===== config.mk =====
export PLATFORM = sky130hd
export DESIGN_NAME = bl_pwm_gen
export DESIGN_NICKNAME = d
export VERILOG_FILES = /design/src/rtl/bl_pwm_pkg.sv /design/src/rtl/bl_regs.sv /design/src/rtl/bl_prescale.sv /design/src/rtl/bl_period.sv /design/src/rtl/bl_pwm_gen.sv
export SDC_FILE = /design/constraint.sdc
export NUM_CORES = 1
export LEC_CHECK = 0
export BUFFER_PORTS_ARGS = -buffer_cell sky130_fd_sc_hd__clkbuf_2
export CAP_MARGIN = 30
export CORE_UTILIZATION = 25
export DETAILED_ROUTE_END_ITERATION = 8
export PLACE_DENSITY = 0.43
export SYNTH_ARGS = -nofsm -noshare
export SYNTH_HDL_FRONTEND = slang
export SYNTH_SLANG_ARGS = --single-unit

===== constraint.sdc =====
create_clock -name clk -period 3.1 [get_ports clk]
set_input_delay 0.62 -clock clk [delete_from_list [all_inputs] [get_ports clk]]
set_output_delay 0.62 -clock clk [all_outputs]
set_load 0.02 [all_outputs]

===== src/rtl/bl_pwm_pkg.sv =====
package bl_pwm_pkg;
  localparam int BR_W   = 16;
  localparam int F_W    = 8;
  localparam int PN_W   = 5;
  localparam int REG_W  = 8;
  localparam int ADDR_W = 3;

  localparam logic [ADDR_W-1:0] A_MODE = 3'd0;
  localparam logic [ADDR_W-1:0] A_FDIV = 3'd1;
  localparam logic [ADDR_W-1:0] A_BITS = 3'd2;
  localparam logic [ADDR_W-1:0] A_BMSB = 3'd3;
  localparam logic [ADDR_W-1:0] A_BLSB = 3'd4;

  function automatic logic [PN_W-1:0] limit_pn(input logic [PN_W-1:0] raw,
                                               input int lo, input int hi);
    if (int'(raw) < lo)      return PN_W'(lo);
    else if (int'(raw) > hi) return PN_W'(hi);
    else                     return raw;
  endfunction
endpackage


===== src/rtl/bl_regs.sv =====
module bl_regs
  import bl_pwm_pkg::*;
#(
  parameter int CAP_MIN = 1,
  parameter int CAP_MAX = 16,
  parameter int DEF_F   = 4,
  parameter int DEF_PN  = 4
) (
  input  logic              clk,
  input  logic              rst,
  input  logic              wide_bright,
  input  logic              wr_en,
  input  logic [ADDR_W-1:0] wr_addr,
  input  logic [REG_W-1:0]  wr_data,
  input  logic [ADDR_W-1:0] rd_addr,
  output logic [REG_W-1:0]  rd_data,
  output logic              en,
  output logic [F_W-1:0]    tgt_f,
  output logic [PN_W-1:0]   tgt_pn,
  output logic [BR_W-1:0]   tgt_duty,
  output logic              tgt_full
);
  logic             fset;
  logic [F_W-1:0]   fdiv;
  logic [PN_W-1:0]  pn_lim;
  logic [REG_W-1:0] b_hi, b_lo;
  logic [BR_W-1:0]  bright;
  logic [BR_W:0]    mask;
  logic [PN_W-1:0]  shamt;

  always_ff @(posedge clk) begin
    if (rst) begin
      en     <= 1'b0;
      fset   <= 1'b0;
      fdiv   <= '0;
      pn_lim <= limit_pn('0, CAP_MIN, CAP_MAX);
      b_hi   <= '0;
      b_lo   <= '0;
    end else if (wr_en) begin
      case (wr_addr)
        A_MODE: begin en <= wr_data[0]; fset <= wr_data[1]; end
        A_FDIV: fdiv   <= wr_data[F_W-1:0];
        A_BITS: pn_lim <= limit_pn(wr_data[PN_W-1:0], CAP_MIN, CAP_MAX);
        A_BMSB: b_hi   <= wr_data;
        A_BLSB: b_lo   <= wr_data;
        default: ;
      endcase
    end
  end

  always_ff @(posedge clk) begin
    if (rst) rd_data <= '0;
    else begin
      case (rd_addr)
        A_MODE:  rd_data <= {{(REG_W-2){1'b0}}, fset, en};
        A_FDIV:  rd_data <= REG_W'(fdiv);
        A_BITS:  rd_data <= REG_W'(pn_lim);
        A_BMSB:  rd_data <= b_hi;
        A_BLSB:  rd_data <= b_lo;
        default: rd_data <= '0;
      endcase
    end
  end

  always_comb begin
    if (fset) begin
      tgt_f  = (fdiv == '0) ? F_W'(1) : fdiv;
      tgt_pn = pn_lim;
    end else begin
      tgt_f  = F_W'(DEF_F);
      tgt_pn = PN_W'(DEF_PN);
    end
    bright   = wide_bright ? {b_hi, b_lo} : {b_hi, {REG_W{1'b0}}};
    shamt    = PN_W'(BR_W) - tgt_pn;
    mask     = ({{BR_W{1'b0}}, 1'b1} << tgt_pn) - 1'b1;
    tgt_duty = bright >> shamt;
    tgt_full = (tgt_duty == mask[BR_W-1:0]);
  end
endmodule


===== src/rtl/bl_prescale.sv =====
module bl_prescale #(
  parameter int F_W = 8
) (
  input  logic           clk,
  input  logic           rst,
  input  logic           clr,
  input  logic [F_W-1:0] div,
  output logic           tick
);
  logic [F_W-1:0] cnt;

  assign tick = !clr && (cnt == div - 1'b1);

  always_ff @(posedge clk) begin
    if (rst || clr) cnt <= '0;
    else if (tick)  cnt <= '0;
    else            cnt <= cnt + 1'b1;
  end
endmodule


===== src/rtl/bl_period.sv =====
module bl_period #(
  parameter int CNT_W = 16,
  parameter int PN_W  = 5
) (
  input  logic             clk,
  input  logic             rst,
  input  logic             clr,
  input  logic             tick,
  input  logic [PN_W-1:0]  pn,
  output logic [CNT_W-1:0] cnt,
  output logic             wrap
);
  logic [CNT_W:0] last;

  always_comb begin
    last = ({{CNT_W{1'b0}}, 1'b1} << pn) - 1'b1;
    wrap = tick && (cnt == last[CNT_W-1:0]);
  end

  always_ff @(posedge clk) begin
    if (rst || clr) cnt <= '0;
    else if (wrap)  cnt <= '0;
    else if (tick)  cnt <= cnt + 1'b1;
  end
endmodule


===== src/rtl/bl_pwm_gen.sv =====
module bl_pwm_gen
  import bl_pwm_pkg::*;
#(
  parameter int CAP_MIN = 1,
  parameter int CAP_MAX = 16,
  parameter int DEF_F   = 4,
  parameter int DEF_PN  = 4
) (
  input  logic              clk,
  input  logic              rst,
  input  logic              wide_bright,
  input  logic              wr_en,
  input  logic [ADDR_W-1:0] wr_addr,
  input  logic [REG_W-1:0]  wr_data,
  input  logic [ADDR_W-1:0] rd_addr,
  output logic [REG_W-1:0]  rd_data,
  output logic              pwm_out
);
  logic            en_q;
  logic [F_W-1:0]  tgt_f, act_f;
  logic [PN_W-1:0] tgt_pn, act_pn;
  logic [BR_W-1:0] tgt_duty, act_duty, per_cnt;
  logic            tgt_full, act_full;
  logic            tick, wrap, load;

  bl_regs #(.CAP_MIN(CAP_MIN), .CAP_MAX(CAP_MAX), .DEF_F(DEF_F), .DEF_PN(DEF_PN)) u_regs (
    .clk(clk), .rst(rst), .wide_bright(wide_bright),
    .wr_en(wr_en), .wr_addr(wr_addr), .wr_data(wr_data),
    .rd_addr(rd_addr), .rd_data(rd_data),
    .en(en_q), .tgt_f(tgt_f), .tgt_pn(tgt_pn),
    .tgt_duty(tgt_duty), .tgt_full(tgt_full)
  );

  bl_prescale #(.F_W(F_W)) u_pre (
    .clk(clk), .rst(rst), .clr(!en_q), .div(act_f), .tick(tick)
  );

  bl_period #(.CNT_W(BR_W), .PN_W(PN_W)) u_per (
    .clk(clk), .rst(rst), .clr(!en_q), .tick(tick), .pn(act_pn),
    .cnt(per_cnt), .wrap(wrap)
  );

  // shadow settings: refreshed while idle or at the end of a period
  assign load = !en_q || wrap;

  always_ff @(posedge clk) begin
    if (rst) begin
      act_f    <= F_W'(DEF_F);
      act_pn   <= PN_W'(DEF_PN);
      act_duty <= '0;
      act_full <= 1'b0;
    end else if (load) begin
      act_f    <= tgt_f;
      act_pn   <= tgt_pn;
      act_duty <= tgt_duty;
      act_full <= tgt_full;
    end
  end

  always_ff @(posedge clk) begin
    if (rst) pwm_out <= 1'b0;
    else     pwm_out <= en_q && (act_full || (per_cnt < act_duty));
  end
endmodule


==> run_results.csv <==
group,metric,value,unit
power_and_ir_drop,power_frac_comb,0.103,
clock_network,clk_path_buf_depth,2,
clock_network,cts_setup_buffers,0,
clock_network,numCtsBuffers,9,
setup_path,arrival,3.14,ns
setup_path,worstSetupStartpointType,"register",
grt,first_global_vias,6189,
synthesis,netlist_instances,884,
power_and_ir_drop,cellInternalPower,1.98,mW
setup_path,rr_worst_depth,14,
grt,antenna_found_initial,0,
cells_and_area,drive_gt1_frac,0.180,
routing,drc,0,
power_and_ir_drop,p_clk_frac,0.431,
placed_design,pre_cts_ws,0.117,ns
power_and_ir_drop,p_leak,3.15,nW
setup_path,slowest_delay,0.37,ns
sta,layout_setup_ws,0.204,ns
grt,grt_usage,0.160,
clock_network,cts_tree,"done",
setup_path,worstPathCellList,"nor3_2, nand2_1, ha_1, buf_4, a22oi_1, o21ai_1, xor2_1, nor2_2, nand4_4, o31ai_4, buf_12, nand2b_4, buf_12, nor2_1",
setup_path,slowest_stage,"dfxtp_1",
floorplanning,ioPinCount,27,
synthesis,synth_edf_count,0,
min_path,min_path_type,"reg2reg",
min_path,whs_endpoint,"act_duty[15]",
clock_network,clk_pin_slew,0.07,ns
floorplanning,initial_core_util,0.257,
sta,hold_viol,0,
synthesis,syn_area,0.00698,mm²
synthesis,ys_seq_elements,94,
routing,ant_nets,0,
power_and_ir_drop,powerDensity,323,mW/mm²
synthesis,syn_avg_cell_area,7.90,µm²
placed_design,gp_congestion,0.890,
power_and_ir_drop,netSwitchingPower,0.675,mW
routing,drt_iter0_drc,430,
sta,skew,0.00801,ns
floorplanning,coreArea,0.0272,mm²
setup_path,cp_max_fo,16,
placed_design,place_hpwl,17300,µm
cells_and_area,final_cell_mix,"nor2_1 (114), dfxtp_1 (93), nand2_1 (86)",
power_and_ir_drop,vdd_drop_max,0.000249,V
cells_and_area,antennaDiodeCount,0,
routing,first_pass_iters,5,
synthesis,synth.distinct_cells,85,
sta,rsz0062_at_grt,"false",
synthesis,synth_nets,924,
grt,grt_overflow_total,0,
grt,grt_max_degree,45,
floorplanning,die_x,169,µm
min_path,holdCritStartpoint,"act_duty[15]",
min_path,hold_path_depth,2,
synthesis,ys_warn_count,0,
placed_design,portBuffers,26,
sta,relSlewSlack,0.598,
clock_network,ctsRootBufferMaster,"clkbuf_16",
power_and_ir_drop,switching_share,0.254,
sta,hold_slack,0.494,ns
routing,wl,22400,µm
routing,via_per_inst,5.01,
outcome,outcome,"finished clean",
setup_path,endpoint_kind,"register",
sta,period_needed,2.90,ns
setup_path,required,3.34,ns
sta,max_freq,0.345,GHz
sta,finalMaxSlewViolations,0,
grt,grt_first_pass_wirelength,35700,µm
clock_network,cts.sinks,94,
setup_path,r2r-end,"u_per.cnt[5]",
cells_and_area,nets,975,
power_and_ir_drop,seqPwrFrac,0.466,
clock_network,htree_num_levels,3,
synthesis,ys_seq_area_frac,0.270,
sta,post-route-period-util,0.934,
sta,setup_viol_count_final,0,
floorplanning,die_h,169,µm
setup_path,criticalPathCategory,"reg2reg",
setup_path,rr_startpoint,"act_pn[4]",
routing,wl_per_cell,17.1,µm
job,cap_violations,0,
clock_network,worstSkewPairLatency,0.35,ns
synthesis,synthArstFlopShare,0,
setup_path,r2r_slack,0.20,ns
floorplanning,rows,60,
setup_path,worst_path_most_repeated_cell,"buf_12",
routing,vias,6572,
sta,tightest_slew,0.600,ns
cells_and_area,areaGrowthSynthToFinish,17.7,%
floorplanning,die_area,0.0286,mm²
synthesis,ys.flop_type,"dfxtp_1",
cells_and_area,final_common_cell,"nor2_1",
[flip-flops by register name, indices dropped and copies added (netlist names), 8 cells and up]
register        cells
act_f               8
u_pre.cnt           8
act_duty           16
u_regs.fdiv         8
u_regs.rd_data      8
u_regs.b_hi         8
u_per.cnt          16
u_regs.b_lo         8
[Yosys cell counts, types with 6 or more instances]
cell type | instances | area, µm²
nand2_1 | 86 | 323
nor2b_1 | 12 | 75.1
a21o_1 | 14 | 105
a31oi_1 | 11 | 68.8
a32oi_1 | 6 | 52.6
xor2_1 | 20 | 175
nor2_4 | 10 | 113
o21ai_1 | 6 | 30.0
buf_6 | 6 | 67.6
mux2i_1 | 53 | 531
clkbuf_1 | 30 | 113
dfxtp_1 | 94 | 1880
and2_1 | 15 | 93.8
nor2_1 | 115 | 432
nand3_1 | 22 | 110
o21ai_0 | 29 | 145
xnor2_1 | 31 | 272
ha_1 | 22 | 275
nor3_1 | 21 | 105
nand4_1 | 6 | 37.5
buf_2 | 14 | 70.1
a211oi_1 | 12 | 90.1
buf_4 | 7 | 52.6
inv_1 | 31 | 116
and3_1 | 16 | 100
mux2_2 | 6 | 67.6
nand3b_1 | 8 | 60.1
a22oi_1 | 8 | 60.1
a21oi_1 | 57 | 285
[final cells by class]
class / instances / area, µm²
clock buffers: 11 / 243
clock inverters: 4 / 56.3
fillers: 3052 / 19000
inverters: 33 / 124
multi-input cells: 696 / 4690
flip-flops and latches: 94 / 1880
well taps: 372 / 465
repair buffers: 101 / 756
[metal layers]
metal / track usage / vias to the layer above / wire length [µm]
li1: - / 3244 / -
met1: 0.226 / 3171 / 11300
met2: 0.257 / 136 / 10200
met4: 0.0384 / 0 / 250
met3: 0.0199 / 21 / 661
met5: 0 / - / 0
[power groups by stage]
stage | logic [mW] | registers, mW | clock network, mW
floorplan | 0.176 | 1.26 | 0
global placement | 0.269 | 1.26 | 0
detailed placement | 0.268 | 1.26 | 0
CTS | 0.269 | 1.24 | 1.19
global route | 0.296 | 1.24 | 1.23
finish | 0.272 | 1.24 | 1.14
[how the worst max path moves through the flow]
stage / startpoint / to / slack [ns] / depth (start not counted)
2_1_floorplan: u_regs.fset / act_full / -0.01 / 15
3_3_place_gp: u_regs.pn_lim[1] / act_full / 0.17 / 11
3_5_place_dp: u_regs.fset / act_full / 0.12 / 11
4_1_cts: u_regs.fset / act_full / 0.11 / 11
5_1_grt: act_f[0] / act_f[7] / 0.02 / 13
6_report: act_pn[4] / u_per.cnt[5] / 0.20 / 14
[kinds of logic after synthesis]
kind of cell,synth area share
XOR/XNOR,0.0686
flip-flops,0.270
buffers and inverters,0.0656
AND/OR/NAND/NOR,0.256
AO/OA/AOI/OAI,0.206
multiplexers,0.0952
adder cells (fa/ha/maj),0.0394
[critical path, delay by kind of cell, from the launching register on]
family,cells,cell delay (ns)
buffers and inverters,3,0.57
adder cells (fa/ha/maj),1,0.27
XOR/XNOR,1,0.16
flip-flops,1,0.37
AO/OA/AOI/OAI,3,0.60
AND/OR/NAND/NOR,6,0.81
[per-stage QoR]
stage	area, µm²	power, mW	std cells	util	TNS [ns]
floorplan	7020	1.43	884	-	-0.0147
global placement	7890	1.53	1296	0.290	0
detailed placement	7890	1.53	1296	0.290	0
CTS	8190	2.70	1311	0.301	0
global route	8220	2.76	1311	0.302	0
finish	8220	2.65	1311	0.302	0
[what timing repair did]
item,in CTS,in global routing
hold buffers,0,0
setup endpoints to repair,0,34
resized for setup,0,12
endpoints found under the hold margin,0,0
(Power assumes the default switching activity.)
